`config.mk`:
```
export PLATFORM = sky130hd
export DESIGN_NAME = cfg3w_slave
export DESIGN_NICKNAME = d
export VERILOG_FILES = /design/src/rtl/cfg3w_pkg.sv /design/src/rtl/cfg3w_sync.sv /design/src/rtl/cfg3w_shift.sv /design/src/rtl/cfg3w_decode.sv /design/src/rtl/cfg3w_slave.sv
export SDC_FILE = /design/constraint.sdc
export NUM_CORES = 1
export LEC_CHECK = 0
export ABC_AREA = 1
export BUFFER_PORTS_ARGS = -buffer_cell sky130_fd_sc_hd__buf_2
export CORE_ASPECT_RATIO = 1.25
export CORE_MARGIN = 4
export CORE_UTILIZATION = 50
export CTS_CLUSTER_SIZE = 24
export DETAILED_ROUTE_END_ITERATION = 12
export GPL_ROUTABILITY_DRIVEN = 0
export PLACE_DENSITY_LB_ADDON = 0.05
export SLEW_MARGIN = 20
export SYNTH_ARGS = -nofsm -noshare
export SYNTH_HDL_FRONTEND = slang
export SYNTH_SLANG_ARGS = --single-unit
```
`constraint.sdc`:
```
create_clock -name clk -period 1.6 [get_ports clk]
set_input_delay 0.24 -clock clk [delete_from_list [all_inputs] [get_ports clk]]
set_output_delay 0.24 -clock clk [all_outputs]
set_load 0.005 [all_outputs]
```
`src/rtl/cfg3w_pkg.sv`:
```
package cfg3w_pkg;
  localparam int SHORT_W = 16;
  localparam int LONG_W  = 25;
  localparam int PFX_W   = LONG_W - SHORT_W;
  localparam int CNT_W   = $clog2(LONG_W + 1);
  localparam logic [PFX_W-1:0] CR_PREFIX = 9'b101000000;
  localparam int DEV_BASE = 60;
  localparam int DEV_STEP = 10;
  localparam int DIV_BASE = 86;

  typedef enum logic [2:0] {
    MODE_IDLE = 3'd0,
    MODE_TX   = 3'd1,
    MODE_RX   = 3'd2,
    MODE_RXCR = 3'd3,
    MODE_BAD  = 3'd4
  } mode_e;
endpackage

```
`src/rtl/cfg3w_sync.sv`:
```
module cfg3w_sync #(
  parameter int STAGES = 2
) (
  input  logic clk,
  input  logic rst_n,
  input  logic ser_clk,
  input  logic ser_dat,
  input  logic ser_en_n,
  output logic sclk_rise,
  output logic en_fall,
  output logic en_rise,
  output logic en_low,
  output logic dat_s
);
  // each stage packs {clock, data, enable_n}
  logic [2:0] stg_q [STAGES];
  logic       ck_p_q, en_p_q;

  always_ff @(posedge clk or negedge rst_n) begin
    if (!rst_n) begin
      for (int i = 0; i < STAGES; i++) stg_q[i] <= 3'b001;
      ck_p_q <= 1'b0;
      en_p_q <= 1'b1;
    end else begin
      stg_q[0] <= {ser_clk, ser_dat, ser_en_n};
      for (int i = 1; i < STAGES; i++) stg_q[i] <= stg_q[i-1];
      ck_p_q <= stg_q[STAGES-1][2];
      en_p_q <= stg_q[STAGES-1][0];
    end
  end

  always_comb begin
    dat_s     = stg_q[STAGES-1][1];
    en_low    = !stg_q[STAGES-1][0];
    sclk_rise = stg_q[STAGES-1][2] && !ck_p_q;
    en_fall   = !stg_q[STAGES-1][0] && en_p_q;
    en_rise   = stg_q[STAGES-1][0] && !en_p_q;
  end


  rise_needs_clk_chk: assert property (@(posedge clk) disable iff (!rst_n)
    sclk_rise |=> ck_p_q);
endmodule

```
`src/rtl/cfg3w_shift.sv`:
```
module cfg3w_shift
  import cfg3w_pkg::*;
(
  input  logic              clk,
  input  logic              rst_n,
  input  logic              sclk_rise,
  input  logic              en_fall,
  input  logic              en_rise,
  input  logic              en_low,
  input  logic              dat_s,
  output logic [LONG_W-1:0] act_word,
  output logic              long_word,
  output logic              loaded,
  output logic              upd
);
  logic [LONG_W-1:0] sh_q, sh_d, act_d;
  logic [CNT_W-1:0]  cnt_q, cnt_d;
  logic              long_d, loaded_d, upd_d;

  always_comb begin
    sh_d     = sh_q;
    cnt_d    = cnt_q;
    act_d    = act_word;
    long_d   = long_word;
    loaded_d = loaded;
    upd_d    = 1'b0;
    if (en_fall) begin
      sh_d  = '0;
      cnt_d = '0;
    end else if (sclk_rise && en_low) begin
      sh_d = {sh_q[LONG_W-2:0], dat_s};
      if (cnt_q != CNT_W'(LONG_W)) cnt_d = cnt_q + 1'b1;
    end
    if (en_rise) begin
      upd_d    = 1'b1;
      loaded_d = 1'b1;
      long_d   = (cnt_q == CNT_W'(LONG_W));
      act_d    = long_d ? sh_q : {{PFX_W{1'b0}}, sh_q[SHORT_W-1:0]};
    end
  end

  always_ff @(posedge clk or negedge rst_n) begin
    if (!rst_n) begin
      sh_q      <= '0;
      cnt_q     <= '0;
      act_word  <= '0;
      long_word <= 1'b0;
      loaded    <= 1'b0;
      upd       <= 1'b0;
    end else begin
      sh_q      <= sh_d;
      cnt_q     <= cnt_d;
      act_word  <= act_d;
      long_word <= long_d;
      loaded    <= loaded_d;
      upd       <= upd_d;
    end
  end


  cnt_cap_chk: assert property (@(posedge clk) disable iff (!rst_n)
    cnt_q <= CNT_W'(LONG_W));

  upd_single_chk: assert property (@(posedge clk) disable iff (!rst_n)
    upd |=> !upd);

  word_hold_chk: assert property (@(posedge clk) disable iff (!rst_n)
    !upd |-> $stable(act_word));
endmodule

```
`src/rtl/cfg3w_decode.sv`:
```
module cfg3w_decode
  import cfg3w_pkg::*;
(
  input  logic              clk,
  input  logic              rst_n,
  input  logic [LONG_W-1:0] word,
  input  logic              long_word,
  input  logic              loaded,
  output logic [2:0]        mode,
  output logic [1:0]        ramp_lvl,
  output logic [7:0]        dev_pct,
  output logic              ref_hi,
  output logic [6:0]        main_div,
  output logic [4:0]        swallow
);
  mode_e m;

  always_comb begin
    if (!loaded)
      m = MODE_IDLE;
    else if (long_word && word[LONG_W-1:SHORT_W] == CR_PREFIX && word[15:14] == 2'b00)
      m = MODE_RXCR;
    else if (word[15:14] == 2'b01)
      m = word[8] ? MODE_TX : MODE_RX;
    else
      m = MODE_BAD;
    mode     = m;
    ramp_lvl = word[13:12];
    dev_pct  = 8'(DEV_BASE) + 8'({5'b0, word[11:9]} * DEV_STEP);
    ref_hi   = word[7];
    main_div = 7'(DIV_BASE) + {5'b0, word[6:5]};
    swallow  = word[4:0];
  end


  dev_range_chk: assert property (@(posedge clk) disable iff (!rst_n)
    dev_pct >= 8'd60 && dev_pct <= 8'd130);

  cr_needs_long_chk: assert property (@(posedge clk) disable iff (!rst_n)
    (mode == 3'd3) |-> long_word);
endmodule

```
`src/rtl/cfg3w_slave.sv`:
```
module cfg3w_slave
  import cfg3w_pkg::*;
#(
  parameter int SYNC_STAGES = 2
) (
  input  logic        clk,
  input  logic        rst_n,
  input  logic        ser_clk,
  input  logic        ser_dat,
  input  logic        ser_en_n,
  output logic        upd,
  output logic        long_word,
  output logic [24:0] act_word,
  output logic [2:0]  mode,
  output logic [1:0]  ramp_lvl,
  output logic [7:0]  dev_pct,
  output logic        ref_hi,
  output logic [6:0]  main_div,
  output logic [4:0]  swallow
);
  logic sclk_rise, en_fall, en_rise, en_low, dat_s, loaded;

  cfg3w_sync #(.STAGES(SYNC_STAGES)) u_sync (
    .clk(clk), .rst_n(rst_n), .ser_clk(ser_clk), .ser_dat(ser_dat),
    .ser_en_n(ser_en_n), .sclk_rise(sclk_rise), .en_fall(en_fall),
    .en_rise(en_rise), .en_low(en_low), .dat_s(dat_s));

  cfg3w_shift u_shift (
    .clk(clk), .rst_n(rst_n), .sclk_rise(sclk_rise), .en_fall(en_fall),
    .en_rise(en_rise), .en_low(en_low), .dat_s(dat_s), .act_word(act_word),
    .long_word(long_word), .loaded(loaded), .upd(upd));

  cfg3w_decode u_dec (
    .clk(clk), .rst_n(rst_n), .word(act_word), .long_word(long_word),
    .loaded(loaded), .mode(mode), .ramp_lvl(ramp_lvl), .dev_pct(dev_pct),
    .ref_hi(ref_hi), .main_div(main_div), .swallow(swallow));


  idle_until_upd_chk: assert property (@(posedge clk) disable iff (!rst_n)
    (mode == 3'd0 && !upd) |=> (mode == 3'd0 || upd));
endmodule

```
# Yosys cells after proc, flatten, opt, wreduce, memory -nomap -nowiden
# Index checks and enable logic that the tools add are counted.
[totals]
wordCells = 42
ff_bits = 66
output_inout_bits = 53
inputBits = 5
[op_classes]
add_sub_neg = 3
n_eq_ne = 4
n_mux = 11
mul = 1
reduce_logical = 13
[ops]
columns = ["cell", "n"]
rows = [
  ["25-bit 2-to-1 mux", 3],
  ["5-bit 2-to-1 mux", 3],
  ["9-bit equality test (second input constant)", 1],
  ["3-bit 2-to-1 mux", 3],
  ["6-bit by 7-bit adder with 8-bit output (first input constant)", 1],
  ["7-bit by 2-bit adder with 7-bit output (first input constant)", 1],
  ["1-bit logical AND", 6],
  ["3-bit by 3-bit multiplier with 6-bit output (second input constant)", 1],
  ["5-bit by 1-bit adder with 5-bit output (second input constant)", 1],
  ["5-bit equality test (second input constant)", 1],
  ["5-bit inequality test (second input constant)", 1],
  ["2-bit nonzero test", 2],
  ["1-bit zero test", 3],
  ["2-bit by 1-bit equality test with 1-bit output (second input constant)", 1],
  ["2-bit zero test", 1],
  ["2-bit 2-to-1 mux", 1],
  ["2-bit AND reduction", 1],
  ["1-bit 2-to-1 mux", 1],
]

# Longest topological paths before layout
[logic_depth]
word_depth = 5
depth_mapped = 8
ltp_nobuf = 8

# Cells and area by module
# From an unflattened synthesis, not the netlist that was laid out.
[unflattened]
hier_cells = 318
area_unflattened_um2 = 3010.4
[by_module_without_submodules]
columns = ["module", "seq_area_each_um2", "area_per_inst_um2", "cells_each", "n_inst"]
rows = [
  ["cfg3w_shift", 1451.4, 2376.0, 239, 1],
  ["cfg3w_decode", 0.0, 405.4, 65, 1],
  ["cfg3w_sync", 203.9, 229.0, 14, 1],
]

# Least setup slack after synthesis
# Ideal clock, no wire load.
[synth_path]
kind = "flip-flop to output port"
startpoint = "register u_shift.act_word[9]"
endpoint = "output dev_pct[6]"
path_stages_with_launch = 7
required_ns = 1.360
arrival_ns = 1.433
n_path_buf = 0
path_slack_ns = -0.073
path_cell_list = "dfrtp_1 ha_1 ha_1 ha_1 nor2_1 nand2_1 xor2_1"
[synth_between]
elab_chain_cells = 2
[synth_rtl]
columns = ["element", "line", "text"]
rows = [
  ["start, declared", "cfg3w_shift.sv:11", "output logic [LONG_W-1:0] act_word,"],
  ["start signal, assigned", "cfg3w_shift.sv:53", "act_word <= act_d;"],
  ["3-bit by 3-bit multiplier with 6-bit output", "cfg3w_decode.sv:29", "dev_pct = 8'(DEV_BASE) + 8'({5'b0, word[11:9]} * DEV_STEP);"],
  ["6-bit by 7-bit adder with 8-bit output", "cfg3w_decode.sv:29", ""],
  ["end, declared", "cfg3w_slave.sv:16", "output logic [7:0] dev_pct,"],
]
# No other way between the ends.

# Worst setup path after layout
# Ends and elaborated chain as after synthesis.

==> results.py <==
metrics = {
    "setup_path": {
        "critPathCaptureType": "output pin",
        "reg2reg_slack_ns": 0.22,
        "start_kind": "register",
        "cp_max_fo": 2,
        "critPathKind": "reg -> out",
        "cp_data_arrival_time_ns": 1.69,
        "crit_required_ns": 1.36,
    },
    "detailed_routing": {
        "vias_per_cell": 4.790,
        "wl_per_cell_um": 12.97,
        "final_antenna_net_count": 0,
        "vias": 2213,
        "dr.pass1.iters": 4,
        "drc_errors": 0,
        "wl_um": 5990,
        "drtIter0Drc": 103,
    },
    "floorplanning": {
        "die-area_mm2": 0.007660,
        "dieWidth_um": 79.09,
        "die_height_um": 96.86,
        "rows": 32,
        "start_util_pct": 51.22,
        "core_mm2": 0.006166,
        "ios": 58,
    },
    "global_route": {
        "track_usage_pct": 16.45,
        "grt-ovfl-total": 0,
        "grt_max_degree": 67,
        "grt_pass1_wl_um": 9922,
        "grt_pass1_vias": 2107,
        "antenna_found_initial": 0,
    },
    "power_and_ir_drop": {
        "p_total_uw": 3146,
        "seqPwrFrac_pct": 54.6,
        "pwr-share-clk_pct": 39.3,
        "cellPowerDensity_mw_per_mm2": 835.7,
        "p_int_uw": 2407,
        "switching_share_pct": 23.50,
        "cellLeakagePower_uw": 0.001857,
        "peakVddDrop_mv": 0.5414,
        "p_sw_uw": 739.5,
        "comb_power_share_pct": 6.1,
    },
    "clock_network": {
        "root_buffer": "clkbuf_8",
        "clkSinkCount": 66,
        "cts_made_buffers": 9,
        "h-tree-depth": 3,
        "clk_pin_slew_ns": 0.07,
        "clk_latency_ns": 0.33,
        "cts_tree": "built",
        "clockBufferDepth": 2,
    },
    "logic_synthesis": {
        "synth_top_family_by_area": "simple AND/OR/NAND/NOR gates",
        "ys_seq_area_share_pct": 52.42,
        "synthSimpleGateAreaFrac_pct": 16.72,
        "synth_area_mm2": 0.003158,
        "netlist_top_cells_area": "dfrtp_1, nand2_1, inv_1",
        "syn_area_per_cell_um2": 10.29,
        "synth_top_area_share_pct": 49.92,
        "syn_inst": 307,
        "synth.largest_area_cell": "dfrtp_1",
        "synth.mux.area_fraction_pct": 0,
        "synth-seq-cells": 66,
        "synth.distinct_cells": 31,
        "synth_compound_area_share_pct": 12.28,
        "yosysWarnings": 0,
        "synth-adder-area-share_pct": 3.645,
        "synthXorXnorAreaFrac_pct": 0.2773,
    },
    "outcome": {
        "violations": "negative setup slack",
        "status": "finished, violations left",
    },
    "final_layout": {
        "area_growth_pct": 19.22,
        "final_nets": 385,
        "diodes": 0,
        "drive_gt1_share_pct": 41.91,
        "finish.utilization_pct": 61.06,
    },
    "sta": {
        "holdWs_ns": 0.3488,
        "post-route-min-period_ns": 1.934,
        "setup_tns_ns": -0.9578,
        "setup_violations": 7,
        "finalMaxSlewViolations": 0,
        "fin_skew_ns": 0.009432,
        "rsz0062_at_grt": "true",
        "final-hold-violation-count": 0,
        "fmax_mhz": 517.0,
        "worst_slack_ns": -0.3341,
        "min_period_over_period_pct": 120.9,
    },
    "placed_design": {
        "portBuffers": 53,
        "dp_hpwl_um": 3848,
    },
    "flow_run": {
        "cap_violations": 0,
    },
    "min_path": {
        "min_path_type": "reg -> reg",
    },
}
-- path summary, 6_finish.rpt --
path / from / to / cells after the start
min: u_sync.stg_q[4]$_DFF_PN0_ / u_sync.dat_s$_DFF_PN0_ / 0
min reg2reg: u_sync.stg_q[4]$_DFF_PN0_ / u_sync.dat_s$_DFF_PN0_ / 0
min in group asynchronous: rst_n / u_shift.sh_q[1]$_DFFE_PN0P_ / 3
max: u_shift.act_word[9]$_DFFE_PN0P_ / dev_pct[6] / 7
max reg2reg: u_sync.stg_q[0]$_DFF_PN1_ / u_shift.act_word[13]$_DFFE_PN0P_ / 5
max in group asynchronous: rst_n / u_sync.en_p_q$_DFF_PN1_ / 3
-- synthesized netlist by cell type --
| cell type | instances |
|---|---|
| nor2_8 | 1 |
| nand3_1 | 27 |
| dfrtp_1 | 63 |
| o21ai_2 | 14 |
| nand2_1 | 48 |
| nand3b_1 | 2 |
| o21ai_1 | 23 |
| nand2_4 | 3 |
| nor2_2 | 1 |
| buf_4 | 17 |
| nand4_1 | 1 |
| nand2_8 | 1 |
| o21ai_0 | 7 |
| nand3_2 | 3 |
| dfstp_2 | 3 |
| conb_1 | 2 |
| xor2_1 | 1 |
| clkinv_8 | 1 |
| nand2_2 | 3 |
| o22ai_2 | 7 |
| a31oi_1 | 2 |
| buf_6 | 7 |
| or2_1 | 1 |
| inv_2 | 2 |
| buf_12 | 3 |
| nor2_1 | 6 |
| fa_1 | 2 |
| a21oi_1 | 3 |
| ha_1 | 6 |
| nor2_4 | 3 |
| inv_1 | 44 |
-- cells in the final DEF (no fill, tap or decap), types with 2 or more instances in the layout --
cell,Yosys,layout
clkbuf_8,0,11
o21ai_0,7,7
nor2_4,3,7
ha_4,0,3
a21oi_2,0,2
o21ai_2,14,14
nand2_2,3,9
dfstp_2,3,3
nand2_1,48,42
conb_1,2,4
buf_2,0,53
clkbuf_1,0,5
a31oi_1,2,2
nor2_1,6,2
nand2_4,3,3
ha_1,6,3
o22ai_2,7,7
buf_4,17,20
nand3b_1,2,2
nand3_2,3,4
inv_1,44,33
o21ai_1,23,23
inv_2,2,12
nand3_1,27,26
dlygate4sd3_1,0,4
dfrtp_2,0,2
dfrtp_1,63,61
-- cells by family (layout without fill, tap and decap cells) --
logic type | count (synthesis) | count (layout)
and+or+nand+nor | 100 | 100
buffers and inverters | 74 | 142
DFF | 66 | 66
AOI/OAI and AO/OA | 56 | 56
adders and majority gates | 8 | 8
other | 2 | 4
xor gates and xnor gates | 1 | 1
-- registers in the layout, indices dropped and copies added, names as in the netlist --
signal             cells
u_shift.sh_q          25
u_shift.upd            1
u_shift.cnt_q          5
u_shift.loaded         1
u_sync.en_p_q          1
u_sync.ck_p_q          1
u_shift.long_word      1
u_sync.stg_q           5
u_shift.act_word      25
u_sync.dat_s           1
-- routing by layer --
metal | vias to the layer above | share of wire, % | GRT usage (%) | routed length, µm
met5 | - | 0 | 0 | 0
met4 | 0 | 0.85 | 5.159 | 51
li1 | 1095 | - | - | -
met1 | 1080 | 44 | 19.62 | 2608
met2 | 34 | 52 | 28.27 | 3121
met3 | 4 | 3.5 | 4.749 | 210
-- layout make-up --
| cell class | count | area (µm²) |
|---|---|---|
| clock buffer | 16 | 170.2 |
| multi-input combinational | 169 | 1152 |
| tap | 85 | 106.4 |
| fill | 564 | 2401 |
| timing repair buffer | 79 | 486.7 |
| inverter | 47 | 191.4 |
| sequential | 66 | 1658 |
-- power by group through the flow --
stage | Clock (µW) | Combinational [µW] | Sequential, µW
floorplan | 0 | 146 | 1750
global placement | 0 | 186 | 1750
detailed placement | 0 | 187 | 1750
CTS | 1270 | 195 | 1720
global route | 1360 | 216 | 1720
finish | 1240 | 190 | 1720
-- critical path: stages, from the launching register on --
cell	delay, ns
dfrtp_2	0.42
ha_4	0.17
ha_4	0.16
ha_4	0.26
nor2_4	0.03
nand2_1	0.06
xor2_1	0.13
buf_2	0.12
-- repair_timing --
| item | CTS | global route |
|---|---|---|
| setup endpoints to repair | 7 | 8 |
| pin swaps | 11 | 8 |
| buffers inserted | 9 | 4 |
| hold endpoints to repair | 66 | 0 |
| resized for setup | 11 | 20 |
| hold buffers | 4 | 0 |
-- stage by stage --
stage          instance area [µm²]  std cells  worst slack (ns)
3_3_place_gp                  3391        429          -0.05112
4_1_cts                       3682        458           -0.3566
2_1_floorplan                 3206        309          0.001243
3_5_place_dp                  3391        429          -0.08345
6_report                      3765        462           -0.3341
5_1_grt                       3765        462           -0.4157
Note: power is estimated with default switching activity, not from simulation.
